==> config.mk <==
export PLATFORM = sky130hd
export DESIGN_NAME = sfseq_top
export DESIGN_NICKNAME = d
export VERILOG_FILES = /design/src/rtl/sfseq_pkg.sv /design/src/rtl/sfseq_regs.sv /design/src/rtl/sfseq_sck.sv /design/src/rtl/sfseq_engine.sv /design/src/rtl/sfseq_top.sv
export SDC_FILE = /design/constraint.sdc
export NUM_CORES = 1
export LEC_CHECK = 0
export ABC_AREA = 1
export BUFFER_PORTS_ARGS = -buffer_cell sky130_fd_sc_hd__buf_4
export CAP_MARGIN = 20
export CORE_AREA = 2 2 137 139
export DETAILED_ROUTE_END_ITERATION = 10
export DIE_AREA = 0 0 139 141
export PLACE_DENSITY = 0.83
export SKIP_LAST_GASP = 1
export SYNTH_ARGS = -nofsm -noshare
export SYNTH_HDL_FRONTEND = slang
export SYNTH_SLANG_ARGS = --single-unit
==> constraint.sdc <==
create_clock -name clk -period 6.28 [get_ports clk]
set_input_delay 1.256 -clock clk [delete_from_list [all_inputs] [get_ports clk]]
set_output_delay 1.256 -clock clk [all_outputs]
set_load 0.01 [all_outputs]
==> src/rtl/sfseq_pkg.sv <==
`timescale 1ns/1ps
package sfseq_pkg;
    localparam int STAT_PEND_BIT = 22;
    localparam int STAT_ERR_BIT  = 29;
    localparam int ADDR_MAX      = 3;
    localparam int DATA_MAX      = 4;

    localparam logic [2:0] RA_CMD  = 3'd0;
    localparam logic [2:0] RA_ADDR = 3'd1;
    localparam logic [2:0] RA_DATA = 3'd2;
    localparam logic [2:0] RA_STAT = 3'd3;
    localparam logic [2:0] RA_TIME = 3'd4;

    typedef logic [2:0] phase_t;
    localparam phase_t PH_OPC   = 3'd0;
    localparam phase_t PH_ADDR  = 3'd1;
    localparam phase_t PH_DUMMY = 3'd2;
    localparam phase_t PH_DATA  = 3'd3;
    localparam phase_t PH_NONE  = 3'd4;

    // command fields the engine consumes (reserved bits stripped)
    typedef struct packed {
        logic [2:0] cs;
        logic [2:0] alen;
        logic [3:0] dum;
        logic       keep;
        logic [2:0] dlen;
        logic       wr;
        logic [7:0] opc;
    } cmd_f_t;

    // timing fields, all in controller clock cycles
    typedef struct packed {
        logic [3:0] smp;
        logic [3:0] fall;
        logic [3:0] rise;
        logic [3:0] per;
    } tim_f_t;

    localparam tim_f_t TIM_RESET = '{smp: 4'd3, fall: 4'd0, rise: 4'd2, per: 4'd4};

    // bit lengths of the four phases of one segment
    typedef struct packed {
        logic [5:0] opc;
        logic [5:0] addr;
        logic [5:0] dum;
        logic [5:0] data;
    } lens_t;

    typedef enum logic [1:0] {ST_IDLE, ST_START, ST_SHIFT, ST_DONE} state_e;

    function automatic lens_t lens_of(cmd_f_t c, logic cont);
        lens_t l;
        l.opc  = cont ? 6'd0 : 6'd8;
        l.addr = {c.alen, 3'b000};
        l.dum  = {2'b00, c.dum};
        l.data = {c.dlen, 3'b000};
        return l;
    endfunction

    function automatic logic [5:0] phase_len(phase_t ph, lens_t l);
        case (ph)
            PH_OPC:   return l.opc;
            PH_ADDR:  return l.addr;
            PH_DUMMY: return l.dum;
            PH_DATA:  return l.data;
            default:  return 6'd0;
        endcase
    endfunction

    // first phase at or after 'from' with a nonzero length
    function automatic phase_t next_phase(phase_t from, lens_t l);
        phase_t r = PH_NONE;
        logic   found = 1'b0;
        for (int i = 0; i < 4; i++) begin
            if (!found && (3'(i) >= from) && (phase_len(3'(i), l) != 6'd0)) begin
                r     = 3'(i);
                found = 1'b1;
            end
        end
        return r;
    endfunction

    // little-endian byte order, MSB first within each byte
    function automatic logic [4:0] data_bit_idx(logic [4:0] pos);
        return {pos[4:3], ~pos[2:0]};
    endfunction
endpackage

==> src/rtl/sfseq_regs.sv <==
`timescale 1ns/1ps
module sfseq_regs
    import sfseq_pkg::*;
(
    input  logic        clk,
    input  logic        rst,
    input  logic        bus_wr,
    input  logic [2:0]  bus_addr,
    input  logic [31:0] bus_wdata,
    output logic [31:0] bus_rdata,
    input  logic        busy,
    input  logic        reject,
    input  logic        rd_load,
    input  logic [31:0] rd_data,
    output logic        cmd_wr,
    output cmd_f_t      cmd_f,
    output logic [23:0] addr_q,
    output logic [31:0] data_q,
    output tim_f_t      tim_q
);
    logic [31:0] cmd_q;
    logic        err_q;
    logic [31:0] stat_w;

    assign cmd_wr = bus_wr && (bus_addr == RA_CMD);
    assign cmd_f  = '{cs: bus_wdata[26:24], alen: bus_wdata[22:20], dum: bus_wdata[19:16],
                      keep: bus_wdata[15], dlen: bus_wdata[11:9], wr: bus_wdata[8],
                      opc: bus_wdata[7:0]};

    always_ff @(posedge clk) begin
        if (rst) begin
            cmd_q  <= '0;
            addr_q <= '0;
            data_q <= '0;
            tim_q  <= TIM_RESET;
            err_q  <= 1'b0;
        end else begin
            if (cmd_wr) cmd_q <= bus_wdata;
            if (bus_wr && bus_addr == RA_ADDR) addr_q <= bus_wdata[23:0];
            if (rd_load) data_q <= rd_data;
            else if (bus_wr && bus_addr == RA_DATA) data_q <= bus_wdata;
            if (bus_wr && bus_addr == RA_TIME)
                tim_q <= '{smp: bus_wdata[19:16], fall: bus_wdata[15:12],
                           rise: bus_wdata[11:8], per: bus_wdata[3:0]};
            if (reject) err_q <= 1'b1;
            else if (bus_wr && bus_addr == RA_STAT && bus_wdata[STAT_ERR_BIT]) err_q <= 1'b0;
        end
    end

    always_comb begin
        stat_w                = '0;
        stat_w[STAT_PEND_BIT] = busy;
        stat_w[STAT_ERR_BIT]  = err_q;
    end

    always_comb begin
        case (bus_addr)
            RA_CMD:  bus_rdata = cmd_q;
            RA_ADDR: bus_rdata = {8'h00, addr_q};
            RA_DATA: bus_rdata = data_q;
            RA_STAT: bus_rdata = stat_w;
            RA_TIME: bus_rdata = {12'h000, tim_q.smp, tim_q.fall, tim_q.rise, 4'h0, tim_q.per};
            default: bus_rdata = '0;
        endcase
    end

    assert_err_on_reject_R8: assert property (@(posedge clk) disable iff (rst)
        reject |=> err_q);
    assert_err_w1c_R9: assert property (@(posedge clk) disable iff (rst)
        (bus_wr && bus_addr == RA_STAT && bus_wdata[STAT_ERR_BIT] && !reject) |=> !err_q);
endmodule

==> src/rtl/sfseq_sck.sv <==
`timescale 1ns/1ps
module sfseq_sck
    import sfseq_pkg::*;
#(
    parameter int CNT_W = 4
) (
    input  logic   clk,
    input  logic   rst,
    input  logic   run,
    input  tim_f_t tim,
    output logic   sck,
    output logic   cell_start,
    output logic   cell_end,
    output logic   smp
);
    localparam logic [CNT_W-1:0] MIN_PER = CNT_W'(2);

    logic [CNT_W-1:0] cnt;
    logic [CNT_W-1:0] per_eff;

    assign per_eff    = (tim.per < MIN_PER) ? MIN_PER : tim.per;
    assign cell_start = run && (cnt == '0);
    assign cell_end   = run && (cnt == per_eff - CNT_W'(1));
    assign smp        = run && (cnt == tim.smp);

    always_ff @(posedge clk) begin
        if (rst || !run) begin
            cnt <= '0;
            sck <= 1'b1;
        end else begin
            cnt <= cell_end ? '0 : cnt + CNT_W'(1);
            if (cnt == tim.fall)      sck <= 1'b0;
            else if (cnt == tim.rise) sck <= 1'b1;
        end
    end

    assert_sck_fall_only_running_R11: assert property (@(posedge clk) disable iff (rst)
        $fell(sck) |-> $past(run));
endmodule

==> src/rtl/sfseq_engine.sv <==
`timescale 1ns/1ps
module sfseq_engine
    import sfseq_pkg::*;
#(
    parameter int NCS = 4
) (
    input  logic           clk,
    input  logic           rst,
    input  logic           cmd_wr,
    input  cmd_f_t         cmd_f,
    input  logic [23:0]    addr_word,
    input  logic [31:0]    data_word,
    input  logic           cell_start,
    input  logic           cell_end,
    input  logic           smp,
    input  logic           sck_in,
    input  logic           miso,
    output logic           run,
    output logic           busy,
    output logic           reject,
    output logic           rd_load,
    output logic [31:0]    rd_data,
    output logic           mosi,
    output logic [NCS-1:0] cs_n
);
    state_e      state;
    phase_t      phase;
    logic [5:0]  pos;
    lens_t       lens;
    logic [7:0]  cur_opc;
    logic        cur_wr;
    logic        cur_keep;
    logic [23:0] tx_addr;
    logic [31:0] tx_data;
    logic [31:0] rx_data;
    logic        cs_active;
    logic [2:0]  cs_idx;
    logic        mosi_q;

    logic        bad_fields;
    logic        accept;
    lens_t       new_lens;
    phase_t      first_ph;
    logic [5:0]  addr_idx;
    logic        tx_bit;
    logic        last_bit;
    phase_t      after_ph;

    assign bad_fields = (cmd_f.dlen > 3'(DATA_MAX)) || (cmd_f.alen > 3'(ADDR_MAX))
                     || (int'(cmd_f.cs) >= NCS)
                     || (cs_active && (cmd_f.cs != cs_idx));
    assign reject   = cmd_wr && ((state != ST_IDLE) || bad_fields);
    assign accept   = cmd_wr && !reject;
    assign new_lens = lens_of(cmd_f, cs_active);
    assign first_ph = next_phase(PH_OPC, new_lens);

    assign addr_idx = lens.addr - 6'd1 - pos;
    assign last_bit = (pos + 6'd1) == phase_len(phase, lens);
    assign after_ph = next_phase(phase + 3'd1, lens);

    always_comb begin
        case (phase)
            PH_OPC:  tx_bit = cur_opc[~pos[2:0]];
            PH_ADDR: tx_bit = tx_addr[addr_idx[4:0]];
            PH_DATA: tx_bit = cur_wr & tx_data[data_bit_idx(pos[4:0])];
            default: tx_bit = 1'b0;
        endcase
    end

    always_ff @(posedge clk) begin
        if (rst) begin
            state     <= ST_IDLE;
            phase     <= PH_NONE;
            pos       <= '0;
            lens      <= '0;
            cur_opc   <= '0;
            cur_wr    <= 1'b0;
            cur_keep  <= 1'b0;
            tx_addr   <= '0;
            tx_data   <= '0;
            rx_data   <= '0;
            cs_active <= 1'b0;
            cs_idx    <= '0;
            mosi_q    <= 1'b0;
        end else begin
            case (state)
                ST_IDLE: if (accept) begin
                    lens      <= new_lens;
                    cur_opc   <= cmd_f.opc;
                    cur_wr    <= cmd_f.wr;
                    cur_keep  <= cmd_f.keep;
                    tx_addr   <= addr_word;
                    tx_data   <= data_word;
                    rx_data   <= '0;
                    phase     <= first_ph;
                    pos       <= '0;
                    cs_active <= 1'b1;
                    cs_idx    <= cmd_f.cs;
                    state     <= (first_ph == PH_NONE) ? ST_DONE : ST_START;
                end
                ST_START: state <= ST_SHIFT;
                ST_SHIFT: begin
                    if (cell_start) mosi_q <= tx_bit;
                    if (smp && phase == PH_DATA && !cur_wr)
                        rx_data[data_bit_idx(pos[4:0])] <= miso;
                    if (cell_end) begin
                        if (last_bit) begin
                            phase <= after_ph;
                            pos   <= '0;
                            if (after_ph == PH_NONE) state <= ST_DONE;
                        end else begin
                            pos <= pos + 6'd1;
                        end
                    end
                end
                ST_DONE: begin
                    if (!cur_keep) cs_active <= 1'b0;
                    mosi_q <= 1'b0;
                    state  <= ST_IDLE;
                end
                default: state <= ST_IDLE;
            endcase
        end
    end

    assign run     = (state == ST_SHIFT);
    assign busy    = (state != ST_IDLE);
    assign rd_load = (state == ST_DONE) && !cur_wr && (lens.data != 6'd0);
    assign rd_data = rx_data;
    assign mosi    = mosi_q;

    for (genvar g = 0; g < NCS; g++) begin : g_cs
        assign cs_n[g] = !(cs_active && (cs_idx == 3'(g)));
    end

    assert_cs_onehot_R12: assert property (@(posedge clk) disable iff (rst)
        $onehot0(~cs_n));
    assert_pend_after_accept_R7: assert property (@(posedge clk) disable iff (rst)
        accept |=> busy);
    assert_reject_no_start_R10: assert property (@(posedge clk) disable iff (rst)
        (cmd_wr && !busy && reject) |=> (!busy && $stable(cs_n)));
    assert_idle_sck_high_R11: assert property (@(posedge clk) disable iff (rst)
        !busy |-> sck_in);
endmodule

==> src/rtl/sfseq_top.sv <==
`timescale 1ns/1ps
module sfseq_top
    import sfseq_pkg::*;
#(
    parameter int NCS = 4
) (
    input  logic           clk,
    input  logic           rst,
    input  logic           bus_wr,
    input  logic [2:0]     bus_addr,
    input  logic [31:0]    bus_wdata,
    output logic [31:0]    bus_rdata,
    output logic           sck,
    output logic [NCS-1:0] cs_n,
    output logic           mosi,
    input  logic           miso
);
    logic        cmd_wr, busy, reject, rd_load, run;
    logic        cell_start, cell_end, smp;
    cmd_f_t      cmd_f;
    tim_f_t      tim_q;
    logic [23:0] addr_q;
    logic [31:0] data_q, rd_data;

    sfseq_regs u_regs (
        .clk(clk), .rst(rst), .bus_wr(bus_wr), .bus_addr(bus_addr),
        .bus_wdata(bus_wdata), .bus_rdata(bus_rdata), .busy(busy),
        .reject(reject), .rd_load(rd_load), .rd_data(rd_data),
        .cmd_wr(cmd_wr), .cmd_f(cmd_f), .addr_q(addr_q), .data_q(data_q),
        .tim_q(tim_q)
    );

    sfseq_sck #(.CNT_W(4)) u_sck (
        .clk(clk), .rst(rst), .run(run), .tim(tim_q), .sck(sck),
        .cell_start(cell_start), .cell_end(cell_end), .smp(smp)
    );

    sfseq_engine #(.NCS(NCS)) u_eng (
        .clk(clk), .rst(rst), .cmd_wr(cmd_wr), .cmd_f(cmd_f),
        .addr_word(addr_q), .data_word(data_q), .cell_start(cell_start),
        .cell_end(cell_end), .smp(smp), .sck_in(sck), .miso(miso),
        .run(run), .busy(busy), .reject(reject), .rd_load(rd_load),
        .rd_data(rd_data), .mosi(mosi), .cs_n(cs_n)
    );
endmodule

==> results_dict.tcl <==
set metrics [dict create \
    clkLatencyLatePin_ns 0.52 \
    yosys_warnings 0 \
    fp.dieH_um 141 \
    gp_congestion 0.961 \
    antenna_found_initial 1 \
    routed_wl_um 35900 \
    detail_route.first_pass.iterations 7 \
    area_growth_pct 11.3 \
    grtUsageMet3_pct 6.76 \
    async_reset_ff_share_pct 0 \
    crit_path_start "bus_addr[0]" \
    met2_usage_pct 56.7 \
    cp_max_fo 32 \
    cts-root-buf "clkbuf_16" \
    rsz0062_at_grt "no" \
    critPathArrivalTime_ns 2.84 \
    grtUsageTotal_pct 35.6 \
    placed_area_um2 12000 \
    io_buffers 76 \
    dieArea_um2 19600 \
    ant_nets 0 \
    post-route-period-util_pct 65.2 \
    worstMarginPinSlew_ns 1.10 \
    regToRegStartpoint "u_eng.state[0]" \
    top_usage_layer "met2" \
    drtIter0Drc 1481 \
    cap_violations 0 \
    htree_levels 1 \
    initial_core_util_pct 63.0 \
    yosysSeqAreaShare_pct 40.9 \
    first_global_vias 11056 \
    end_kind "primary output" \
    coreArea_um2 18300 \
    yosysTopAreaCell "dfxtp_1" \
    vias_per_cell 6.14 \
    avgSynthCellArea_um2 6.90 \
    ys_types 41 \
    antennaDiodeCount 0 \
    drc 0 \
    yosys-top-cells-area "dfxtp_1 41%, nand2_1 12%, o21ai_0 8.0%" \
    hp-class "reg -> reg" \
    synth_edf_count 0 \
    final_util_pct 70.2 \
    setup_violations 0 \
    yosysTopAreaCellShare_pct 40.9 \
    required_ns 5.02 \
    clockBufferDepth 3 \
    whs_ns 0.451 \
    power_mw 3.28 \
    min_period_ns 4.09 \
    layout.nets 1732 \
    cts_made_buffers 25 \
    final.setup.tns_ns 0 \
    via_count 11811 \
    outcome "complete, no violations" \
    powerDensity_nw_per_um2 256 \
    fin_worst_skew_ns 0.00926 \
    cts_tree "done" \
    syn_area_um2 11500 \
    syn_nets 1725 \
    clk_pin_slew_worst_paths_ns 0.06 \
    grt_max_degree 105 \
    use_met1_pct 46.9 \
    critPathKind "in -> out" \
    drive_above_1_share_pct 9.65 \
    num_io_pins 77 \
    hold_viol_final 0 \
    ys_seq_elements 235 \
    leakagePower_nw 4.79 \
    critPathLaunchType "input pin" \
    postCtsSetupBuffers 0 \
    relSlewSlack_pct 26.7 \
    final_area_um2 12800 \
    wl_per_cell_um 18.7 \
    slew_violations 0 \
    min-delay-start "u_regs.cmd_q[26]" \
    cts.sinks 235 \
    nFillCells 1539 \
    fmax_mhz 244 \
    overflow 0 \
    hold_buffers 0 \
    placementRows 50 \
    dieWidth_um 139 \
    grt_pass1_wl_um 56700 \
    dp_hpwl_um 23000 \
    cts.repair.resized 0 \
    synth_cells 1669 \
    vdd_drop_max_v 0.000222 \
    ys.flop_type "dfxtp_1" \
]
==> metal layers <==
metal	share of wire, %	routed length (µm)
met1	39	13900
met2	45	16100
met3	12	4190
met4	5.0	1810
met5	0.033	12
==> cells by family after synthesis <==
family | after synthesis | synth area share, %
flip-flops | 235 | 40.9
AND/OR/NAND/NOR | 677 | 25.3
buffers and inverters | 286 | 10.2
XOR/XNOR | 15 | 1.14
AO/OA/AOI/OAI | 439 | 20.7
adder cells (fa/ha/maj) | 17 | 1.85
==> final timing paths <==
| path | to | slack [ns] | cells after the start |
|---|---|---|---|
| worst max-delay path | bus_rdata[11] | 2.19 | 5 |
| worst min-delay path | u_regs.cmd_q[26] | 0.45 | 2 |
| worst max register to register | u_eng.cur_wr | 3.36 | 8 |
| worst min register to register | u_regs.cmd_q[26] | 0.45 | 2 |
==> critical path, cell delays in order <==
cell and delay (ns):
buf_4 0.13, nor2_2 0.16, nand2_2 0.54, o2111ai_1 0.55, buf_4 0.19
==> stage by stage <==
| stage | instances | setup WS [ns] |
|---|---|---|
| after floorplan | 1669 | 2.92 |
| after global placement | 1881 | 1.72 |
| after detailed placement | 1881 | 1.57 |
| after CTS | 1921 | 2.07 |
| after global routing | 1923 | 2.13 |
| final | 1923 | 2.19 |
==> power breakdown <==
| part | total, mW | switching [mW] | internal [mW] |
|---|---|---|---|
| logic | 0.279 | 0.190 | 0.0886 |
| registers | 1.54 | 0.0240 | 1.52 |
| clock network | 1.46 | 0.599 | 0.863 |
==> cell usage after synthesis, types with 5 or more instances <==
cell type	number
o21ai_1	5
buf_6	5
buf_2	35
o2111ai_1	18
nand2_1	363
o211ai_1	16
clkbuf_1	69
a31oi_1	30
inv_1	156
xor2_1	10
o21ai_0	185
ha_1	17
dfxtp_1	235
nand2_2	5
nand4_1	40
nor2_1	121
inv_2	12
buf_4	5
nand3_1	130
nor3_1	6
a21oi_1	175
xnor2_1	5
==> cell usage in the layout (no fill, tap or decap), types with 30 or more instances in the layout <==
master	count
nand2_1	363
dfxtp_1	235
o21ai_0	185
a21oi_1	175
inv_1	155
nand3_1	130
nor2_1	121
buf_4	94
nand4_1	40
a31oi_1	30
==> state kept, by name (all words and copies together) (netlist names), 8 cells and up <==
name,cells
u_regs.tim_q,16
u_eng.tx_data,32
u_regs.data_q,32
u_regs.addr_q,24
u_eng.rd_data,32
u_eng.tx_addr,24
u_eng.lens,11
u_eng.cur_opc,8
u_regs.cmd_q,32
==> final cells by class <==
| cell class | instances | area (µm²) | area share [%] |
|---|---|---|---|
| tap | 234 | 293 | 2.28 |
| clock buffer | 33 | 706 | 5.50 |
| clock inverter | 7 | 90.1 | 0.703 |
| sequential | 235 | 4700 | 36.7 |
| multi-input combinational | 1148 | 5640 | 44.0 |
| inverter | 170 | 639 | 4.99 |
| timing repair buffer | 96 | 746 | 5.82 |
Note: power is estimated with default switching activity, not from simulation.
